===== src/rtl/snap_counter_pkg.sv =====
package snap_counter_pkg;

    typedef enum logic [1:0] {
        A_LO   = 2'd0,
        A_HI   = 2'd1,
        A_CTRL = 2'd2,
        A_RSVD = 2'd3
    } reg_addr_e;

    localparam int BIT_CLR   = 0;
    localparam int BIT_LATCH = 1;

    typedef struct packed {
        logic wr_lo;
        logic wr_hi;
        logic wr_ctrl;
        logic latch;
        logic clear;
    } wr_cmd_t;

    function automatic wr_cmd_t decode_write(input logic wr_en,
                                             input logic [1:0] addr,
                                             input logic latch_bit,
                                             input logic clr_bit);
        wr_cmd_t c;
        c         = '0;
        c.wr_lo   = wr_en && (addr == A_LO);
        c.wr_hi   = wr_en && (addr == A_HI);
        c.wr_ctrl = wr_en && (addr == A_CTRL);
        c.latch   = c.wr_ctrl && latch_bit;
        c.clear   = c.wr_ctrl && clr_bit;
        return c;
    endfunction

endpackage


===== src/rtl/snap_free_counter.sv =====
module snap_free_counter #(
    parameter int CNT_W = 64
) (
    input  logic             clk,
    input  logic             rst,
    input  logic             tick_en,
    output logic [CNT_W-1:0] cnt_q
);
    always_ff @(posedge clk) begin
        if (rst)
            cnt_q <= '0;
        else if (tick_en)
            cnt_q <= cnt_q + 1'b1;
    end
endmodule


===== src/rtl/snap_hold_regs.sv =====
module snap_hold_regs
    import snap_counter_pkg::*;
#(
    parameter int WORD_W = 32,
    localparam int CNT_W = 2 * WORD_W
) (
    input  logic              clk,
    input  logic              rst,
    input  wr_cmd_t           cmd,
    input  logic [WORD_W-1:0] wdata,
    input  logic [CNT_W-1:0]  live_cnt,
    output logic [WORD_W-1:0] lo_q,
    output logic [WORD_W-1:0] hi_q
);
    logic [CNT_W-1:0] latched;

    // latch is applied first, clear overrides it
    always_comb begin
        latched = {hi_q, lo_q};
        if (cmd.latch)
            latched = live_cnt;
        if (cmd.clear)
            latched = '0;
    end

    always_ff @(posedge clk) begin
        if (rst) begin
            lo_q <= '0;
            hi_q <= '0;
        end else if (cmd.wr_ctrl) begin
            lo_q <= latched[WORD_W-1:0];
            hi_q <= latched[CNT_W-1:WORD_W];
        end else begin
            if (cmd.wr_lo) lo_q <= wdata;
            if (cmd.wr_hi) hi_q <= wdata;
        end
    end
endmodule


===== src/rtl/snap_ctrl_reg.sv =====
module snap_ctrl_reg
    import snap_counter_pkg::*;
#(
    parameter int WORD_W = 32
) (
    input  logic              clk,
    input  logic              rst,
    input  logic              wr_ctrl,
    input  logic [WORD_W-1:0] wdata,
    output logic [WORD_W-1:0] ctrl_q
);
    localparam logic [WORD_W-1:0] CMD_MASK =
        (WORD_W'(1) << BIT_CLR) | (WORD_W'(1) << BIT_LATCH);

    // command bits act within the write cycle and are never stored
    always_ff @(posedge clk) begin
        if (rst)
            ctrl_q <= '0;
        else if (wr_ctrl)
            ctrl_q <= wdata & ~CMD_MASK;
    end
endmodule


===== src/rtl/snap_counter_regs.sv =====
module snap_counter_regs
    import snap_counter_pkg::*;
#(
    parameter int WORD_W = 32
) (
    input  logic              clk,
    input  logic              rst,
    input  logic              tick_en,
    input  logic              wr_en,
    input  logic [1:0]        waddr,
    input  logic [WORD_W-1:0] wdata,
    input  logic [1:0]        raddr,
    output logic [WORD_W-1:0] rdata
);
    localparam int CNT_W = 2 * WORD_W;

    logic [CNT_W-1:0]  cnt_q;
    logic [WORD_W-1:0] lo_q;
    logic [WORD_W-1:0] hi_q;
    logic [WORD_W-1:0] ctrl_q;
    wr_cmd_t           cmd;

    assign cmd = decode_write(wr_en, waddr, wdata[BIT_LATCH], wdata[BIT_CLR]);

    snap_free_counter #(.CNT_W(CNT_W)) u_cnt (
        .clk     (clk),
        .rst     (rst),
        .tick_en (tick_en),
        .cnt_q   (cnt_q)
    );

    snap_hold_regs #(.WORD_W(WORD_W)) u_hold (
        .clk      (clk),
        .rst      (rst),
        .cmd      (cmd),
        .wdata    (wdata),
        .live_cnt (cnt_q),
        .lo_q     (lo_q),
        .hi_q     (hi_q)
    );

    snap_ctrl_reg #(.WORD_W(WORD_W)) u_ctrl (
        .clk     (clk),
        .rst     (rst),
        .wr_ctrl (cmd.wr_ctrl),
        .wdata   (wdata),
        .ctrl_q  (ctrl_q)
    );

    always_comb begin
        case (reg_addr_e'(raddr))
            A_LO:    rdata = lo_q;
            A_HI:    rdata = hi_q;
            A_CTRL:  rdata = ctrl_q;
            default: rdata = '0;
        endcase
    end
endmodule


===== config.mk =====
export PLATFORM = sky130hd
export DESIGN_NAME = snap_counter_regs
export DESIGN_NICKNAME = d
export VERILOG_FILES = /design/src/rtl/snap_counter_pkg.sv /design/src/rtl/snap_free_counter.sv /design/src/rtl/snap_hold_regs.sv /design/src/rtl/snap_ctrl_reg.sv /design/src/rtl/snap_counter_regs.sv
export SDC_FILE = /design/constraint.sdc
export NUM_CORES = 1
export LEC_CHECK = 0
export CAP_MARGIN = 20
export CELL_PAD_IN_SITES_DETAIL_PLACEMENT = 1
export CELL_PAD_IN_SITES_GLOBAL_PLACEMENT = 2
export CORE_MARGIN = 3
export CORE_UTILIZATION = 33
export DETAILED_ROUTE_END_ITERATION = 8
export GPL_ROUTABILITY_DRIVEN = 0
export HOLD_SLACK_MARGIN = 0.05
export PLACE_DENSITY_LB_ADDON = 0.1
export SLEW_MARGIN = 20
export SYNTH_ARGS = -nofsm -noshare
export SYNTH_HDL_FRONTEND = slang
export SYNTH_HIERARCHICAL = 1
export SYNTH_SLANG_ARGS = --single-unit

===== constraint.sdc =====
create_clock -name clk -period 1.8 [get_ports clk]
set_clock_uncertainty 0.1 [all_clocks]
set_input_delay 0.27 -clock clk [delete_from_list [all_inputs] [get_ports clk]]
set_output_delay 0.27 -clock clk [all_outputs]
set_load 0.03 [all_outputs]

# Word level (Yosys, flattened, before mapping)
# Cells that the tools add are included.
# W data, S select, Z words.
# op_classes
n_reduce_logical	11
n_eq_ne	5
mux	7
n_addsub	1
# ops
operator	n
$mux W32	4
$mux W64	2
$pmux W32 S3	1
$add A64 B1 Y64 const B	1
$logic_and A1 B1 Y1	5
$eq A2 B1 Y1 const B	2
$eq A2 B2 Y1 const B	2
$logic_not A2 Y1	2
$reduce_and A2 Y1	2
$reduce_bool A2 Y1	2
$ne A3 B3 Y1 const B	1
# word_totals
inputBits	40
register_bits	158

# Logic depth before layout (Yosys ltp)
# Gate-level depths: netlist of the first run.
# logic_depth
word_depth	6
mapped_depth	7

# Modules after synthesis
# Netlist of the first run, hierarchy kept.
# modules_own_cells
module	instances	cells_per_inst	seq_area_each_um2	area_per_inst_um2
snap_hold_regs	1	401	1281.2	3408.3
snap_free_counter	1	347	1281.2	3027.9
snap_ctrl_reg	1	100	600.6	1114.8
snap_counter_regs	1	82	0.0	824.5

# Worst setup path before layout of the first run
# No wires, ideal clock.
# synth_timing
kind	register to register
start	reg u_cnt.cnt_q[0]
end	reg u_cnt.cnt_q[58]
synth_period_minus_slack_ps	1977
setup_slack_ps	-177
arrival_time_ps	1806
path_stages_with_launch	7
path_cell_list	dfxtp_1 -> ha_1 -> nand4_4 -> nor4_4 -> nand4_1 -> or3_1 -> a21oi_1
# synth_between
elab_chain_len	1
# synth_lines
element	line_no	source
from (decl)	snap_free_counter.sv:7	output logic [CNT_W-1:0] cnt_q
from (signal assigned)	snap_free_counter.sv:13	cnt_q <= cnt_q + 1'b1;
$add A64 B1 Y64	snap_free_counter.sv:13	
# Every way passes these cells.
# A chain may end at the register's enable or synchronous reset.

# Worst setup path after layout of the first run
# layout_timing
start	reg u_cnt.cnt_q[26]
end	reg u_cnt.cnt_q[53]
# The elaborated chain is that of the path after synthesis.

==> run_results.csv, run 1 <==
group,metric,value,unit
final_layout,finalNonFillerCells,1491,
sta,final-hold-violation-count,0,
drt,drcViolationCount,0,
sta,holdWs,0.121,ns
drt,wire_per_inst,21.3,µm
cts,cts_sinks,158,
floorplan,fp.dieW,165,µm
floorplan,die_area,27300,µm²
worst_hold_path,min_path_type,"primary input to flip-flop",
cts,cts_buffers,17,
setup_path,cp-end-kind,"flip-flop",
final_layout,n_antenna_cell,0,
pwr,p_sw,2.35,mW
cts,cts.clk_slew.worst_paths,0.07,ns
pwr,clock_power_share,45.0,%
floorplan,pin_count,72,
place,place_ws,-0.627,ns
synthesis,ys_async_sr_fraction,0,%
sta,rsz0062_at_grt,"yes",
drt,via_count,7924,
setup_path,crit_required,2.06,ns
drt,drt-total-wl,31.7,mm
synthesis,ys_seq_area_share,37.8,%
sta,fmax,0.479,GHz
cts,htreeDepth,4,
cts,postCtsHoldBufs,0,
cts,insertion_delay,0.43,ns
synthesis,synthMostInstantiatedCell,"dfxtp_1",
pwr,netSwitchingFraction,26.2,%
synthesis,synthCells,930,
synthesis,synth_common_cells,"dfxtp_1, a21oi_1, nor2_1",
place,dp.cells,1407,
setup_path,worstSetupStartpointType,"flip-flop",
status,outcome,"finished with violations",
floorplan,initial_core_util,34.0,%
sta,worst_slack,-0.289,ns
setup_path,worst_ep_arrival_time,2.35,ns
drt,ant_nets,0,
status,violations,"setup timing",
synthesis,synth_top_area_cell,"dfxtp_1",
grt,track_usage,23.2,%
floorplan,num_rows,57,
place,dp_hpwl,20.4,mm
drt,drt_iter0_markers,354,
pwr,p_int,6.63,mW
synthesis,synth_flop_cell,"dfxtp_1",
final_layout,regArea,3220,µm²
cts,clock-root-buffer,"clkbuf_16",
final_layout,fillers,2774,
final_layout,drive_gt1_share,34.0,%
sta,period_share,116,%
sta,finalCriticalPeriod,2.09,ns
synthesis,synthesis.area,8380,µm²
pwr,ir_drop,0.440,mV
synthesis,ys_seq_elements,158,
grt,gr-total-overflow,0,
floorplan,coreArea,24600,µm²
final_layout,layout.nets,1195,
pwr,power_density,735,nW/µm²
setup_path,cp_max_fo,6,
place,portBuffers,71,
drt,viasPerCell,5.31,
sta,maxSlewViolCount,0,
cts,cts_max_path_buffers,2,
synthesis,synth_edf_count,0,
floorplan,dieHeight,165,µm
pwr,p_seq_share,41.5,%
cts,cts_tree,"built",
pwr,power.share.combinational,13.5,%
drt,drt_pass1_iterations,5,
final_layout,area_growth,45.8,%
synthesis,avgSynthCellArea,9.01,µm²
synthesis,synth-warning-count,6,
final_layout,multi_input_area,5020,µm²
sta,setup_viol,56,
grt,grt_pass1_vias,8384,
synthesis,synthTopCellsByArea,"dfxtp_1, o211a_1, mux2i_1",
synthesis,synth_top_area_share,37.8,%
job,drv_cap,0,
grt,grt_max_degree,46,
pwr,p_leak,5.66,nW
grt,grt_pass1_wl,48.4,mm
grt,antenna_found_initial,0,
synthesis,synth_cell_type_count,48,
setup_path,path_class,"flip-flop to flip-flop",
per-stage QoR:
| stage | TNS (ns) | power, mW | area, µm² | utilization, % |
|---|---|---|---|---|
| 6_report | -5.86 | 8.98 | 12200 | 49.6 |
| 2_1_floorplan | -0.408 | 4.42 | 8470 | - |
| 3_3_place_gp | -53.04 | 4.81 | 10400 | 42.4 |
| 3_5_place_dp | -60.98 | 4.84 | 10400 | 42.4 |
| 5_1_grt | -9.59 | 9.32 | 12200 | 49.6 |
| 4_1_cts | -5.14 | 9.06 | 11900 | 48.4 |
layer usage:
layer / track usage (%) / up-vias / share of wire (%)
met4: 7.11 / 0 / 2.0
met3: 3.42 / 34 / 3.0
met1: 30.4 / 3974 / 46
met5: 0 / - / 0
li1: - / 3778 / -
met2: 39.3 / 138 / 49
registers in the layout, summed over array words and instances (netlist names):
name,count
u_hold/hi_q,32
u_hold/lo_q,32
u_cnt/cnt_q,64
u_ctrl/ctrl_q,30
power by group through the flow:
stage / Sequential, mW / Combinational (mW) / Clock [mW]
after detailed placement: 3.81 / 1.03 / 0
final: 3.73 / 1.21 / 4.04
after global placement: 3.80 / 1.01 / 0
after floorplan: 3.78 / 0.644 / 0
after CTS: 3.72 / 1.20 / 4.13
after global routing: 3.75 / 1.29 / 4.28
final timing paths:
kind / slack [ns] / end / cells after the start / start
setup / recovery: -0.29 / u_cnt/cnt_q[53] / 7 / u_cnt/cnt_q[26]
hold / removal: 0.12 / u_cnt/cnt_q[24] / 2 / rst
setup reg to reg: -0.29 / u_cnt/cnt_q[53] / 7 / u_cnt/cnt_q[26]
hold reg to reg: 0.40 / u_ctrl/ctrl_q[13] / 2 / u_ctrl/ctrl_q[13]
critical path, stage by stage, from the launching register on:
cell	delay (ns)
dfxtp_2	0.35
nand4_4	0.17
nor4_4	0.38
nand4_1	0.16
buf_4	0.19
buf_6	0.13
or4_1	0.41
a21oi_1	0.13
cells in the final DEF, fill, tap and decap left out, types with 23 or more instances in the layout:
master	instances
dfxtp_1	123
xor2_1	24
buf_4	172
inv_1	40
o21ai_1	23
nor2_1	76
nor2b_1	55
clkdlybuf4s50_1	31
dfxtp_2	31
o21ai_0	59
buf_12	26
buf_6	33
o211a_1	64
mux2i_1	63
a21oi_1	80
nand4_1	28
timing repair:
action / 4_1_cts / 5_1_grt
pin swaps: 43 / 35
setup endpoints to repair: 136 / 73
gates cloned: 11 / 1
resized for setup: 86 / 62
buffers inserted: 29 / 18
layout make-up:
type / instances / area share [%]
flip-flops and latches: 158 / 26.3
repair buffers: 278 / 22.7
well taps: 324 / 3.32
multi-input cells: 659 / 41.1
clock inverters: 13 / 1.64
inverters: 40 / 1.23
clock buffers: 19 / 3.63
kinds of logic (layout without fill, tap and decap cells):
| family | count (synthesis) | after routing | synth area share (%) |
|---|---|---|---|
| buf+inv | 115 | 350 | 8.17 |
| compound gates | 274 | 274 | 22.6 |
| flops | 158 | 158 | 37.8 |
| simple gates | 280 | 281 | 19.7 |
| fa+ha+maj | 1 | 1 | 0.149 |
| other cells | 1 | 2 | 0.0448 |
| mux | 64 | 64 | 7.66 |
| xor+xnor | 37 | 37 | 3.87 |
Note: power is estimated with default switching activity, not from simulation.
==> inputs of run 2 (changes only) <==
Settings changed: CORE_UTILIZATION 33 to 36.
Clock period 1.8 ns to 2 ns, I/O delays scaled along.
==> run_results.csv, run 2 (synthesis results as in run 1) <==
group,metric,value,unit
grt,gr-total-overflow,0,
setup_path,r2r-start,"u_cnt/cnt_q[24]",
grt,track_usage,22.0,%
place,place_ws,-0.433,ns
sta,final-hold-violation-count,0,
worst_hold_path,hold_start,"rst",
sta,rsz0062_at_grt,"yes",
drt,via_count,7654,
pwr,p_leak,5.19,nW
floorplan,pin_count,72,
drt,drt_pass1_iterations,4,
final_layout,top_register,"u_cnt/cnt_q",
sta,setup_viol,12,
sta,period_share,105,%
setup_path,worst_ep_arrival_time,2.37,ns
sta,worst_slack,-0.0969,ns
grt,grt_pass1_wl,43.8,mm
setup_path,cp_top_family,"simple AND/OR/NAND/NOR gates",
place,dp_hpwl,19.9,mm
floorplan,num_rows,55,
setup_path,slowest_stage,"dfxtp_1",
cts,htreeDepth,4,
final_layout,n_antenna_cell,0,
worst_hold_path,whs_path_depth,2,
cts,cts_buffers,17,
final_layout,final_area,11300,µm²
cts,clock-root-buffer,"clkbuf_16",
sta,fmax,0.477,GHz
cts,cts_max_path_buffers,2,
floorplan,dieHeight,159,µm
drt,drt-total-wl,27.9,mm
final_layout,final_cell_mix,"buf_4, dfxtp_1, a21oi_1",
final_layout,drive_gt1_share,27.7,%
floorplan,die_area,25100,µm²
final_layout,largest_reg_flops,64,
setup_path,cp_num_buf_inv,2,
pwr,power_density,704,nW/µm²
worst_hold_path,worstHoldEndpoint,"u_cnt/cnt_q[32]",
floorplan,coreArea,22800,µm²
drt,viasPerCell,5.33,
place,portBuffers,71,
cts,insertion_delay,0.43,ns
grt,grt_pass1_vias,8017,
drt,wire_per_inst,19.4,µm
final_layout,layout_commonest_cell,"buf_4",
cts,postCtsHoldBufs,0,
setup_path,cp_max_fo,6,
sta,finalCriticalPeriod,2.10,ns
drt,drcViolationCount,0,
status,violations,"setup timing",
setup_path,rrSetupSlack,-0.1,ns
setup_path,crit_required,2.27,ns
final_layout,area_growth,34.5,%
cts,cts.clk_slew.worst_paths,0.07,ns
status,outcome,"finished with violations",
floorplan,initial_core_util,36.8,%
setup_path,slowest_delay,0.41,ns
cts,cts_sinks,158,
grt,grt_max_degree,77,
drt,drt_iter0_markers,481,
place,place_area,10100,µm²
worst_hold_path,min_path_type,"primary input to flip-flop",
setup_path,cp-end-kind,"flip-flop",
pwr,ir_drop,0.419,mV
setup_path,reg2reg_depth,7,
final_layout,top_regs,"u_cnt/cnt_q: 64 flops, u_hold/hi_q: 32 flops, u_hold/lo_q: 32 flops",
cts,cts_tree,"built",
grt,antenna_found_initial,0,
sta,maxSlewViolCount,0,
job,drv_cap,0,
floorplan,fp.dieW,159,µm
drt,ant_nets,0,
setup_path,worstSetupStartpointType,"flip-flop",
setup_path,cp_cell_sequence,"nand4_4, nor4_4, buf_4, nand3_4, buf_6, or4_4, a21oi_2",
setup_path,path_class,"flip-flop to flip-flop",
final_layout,layout.nets,1151,
setup_path,r2r-end,"u_cnt/cnt_q[39]",
## run 2: cell count changes in the layout (fill, tap and decap cells not counted), moves of 5 or more
cell / previous run / this run
buf_12: 26 / 14
nor2b_4: 6 / 1
dfxtp_1: 123 / 139
buf_6: 33 / 9
nor2b_1: 55 / 67
o2bb2ai_2: 15 / 10
dfxtp_2: 31 / 17
nor2b_2: 9 / 2
o2bb2ai_1: 15 / 22
clkdlybuf4s50_1: 31 / 36
## run 2: routing by layer
metal	GRT usage, %	part of all wire, %	wire length, µm
met1	30.7	48	13500
met2	36.9	47	13200
met3	2.88	3.5	984
met4	4.18	0.62	173
met5	0	0	0
## run 2: cell type report
class	count	area (µm²)
Inverter	40	150
Clock inverter	12	208
Clock buffer	19	443
Sequential cell	158	3190
Fill cell	2584	11500
Tap cell	313	392
Multi-Input combinational cell	658	4760
Timing Repair Buffer	235	2120
## run 2: report_power, final
part | internal (mW) | total, mW | switching, mW
registers | 3.27 | 3.35 | 0.0784
logic | 0.418 | 0.908 | 0.490
clock network | 2.26 | 3.67 | 1.41
total | 5.95 | 7.92 | 1.98
## run 2: stage by stage
stage / util, % / instances / setup TNS [ns] / hold WS, ns / total power, mW
after floorplan: - / 931 / 0 / 0.347 / 3.98
after global placement: 44.1 / 1374 / -29.88 / 0.374 / 4.29
after CTS: 48.3 / 1422 / -0.514 / 0.118 / 7.99
after detailed placement: 44.1 / 1374 / -35.43 / 0.386 / 4.32
after global routing: 49.4 / 1435 / -2.20 / 0.130 / 8.21
final: 49.4 / 1435 / -0.542 / 0.132 / 7.92
## run 2: how the worst max path moves through the flow
| stage | cells after the start | slack [ns] | from | end |
|---|---|---|---|---|
| floorplan | 6 | 0.02 | u_cnt/cnt_q[0] | u_cnt/cnt_q[58] |
| global placement | 7 | -0.39 | tick_en | u_cnt/cnt_q[39] |
| detailed placement | 7 | -0.43 | tick_en | u_cnt/cnt_q[39] |
| CTS | 8 | -0.07 | u_cnt/cnt_q[19] | u_cnt/cnt_q[39] |
| global route | 7 | -0.15 | u_cnt/cnt_q[5] | u_cnt/cnt_q[39] |
| finish | 7 | -0.1 | u_cnt/cnt_q[24] | u_cnt/cnt_q[39] |
## run 2: what timing repair did
action | 4_1_cts | 5_1_grt
endpoints found under the setup margin | 25 | 49
cloned | 1 | 2
pin swaps | 30 | 16
buffers inserted | 16 | 14
resized for setup | 46 | 38
==> inputs of run 3 (changes only) <==
Settings changed: CTS_CLUSTER_SIZE set to 40.
==> results of run 3 <==
Final layout, timing and power as in run 2 (identical DEF).
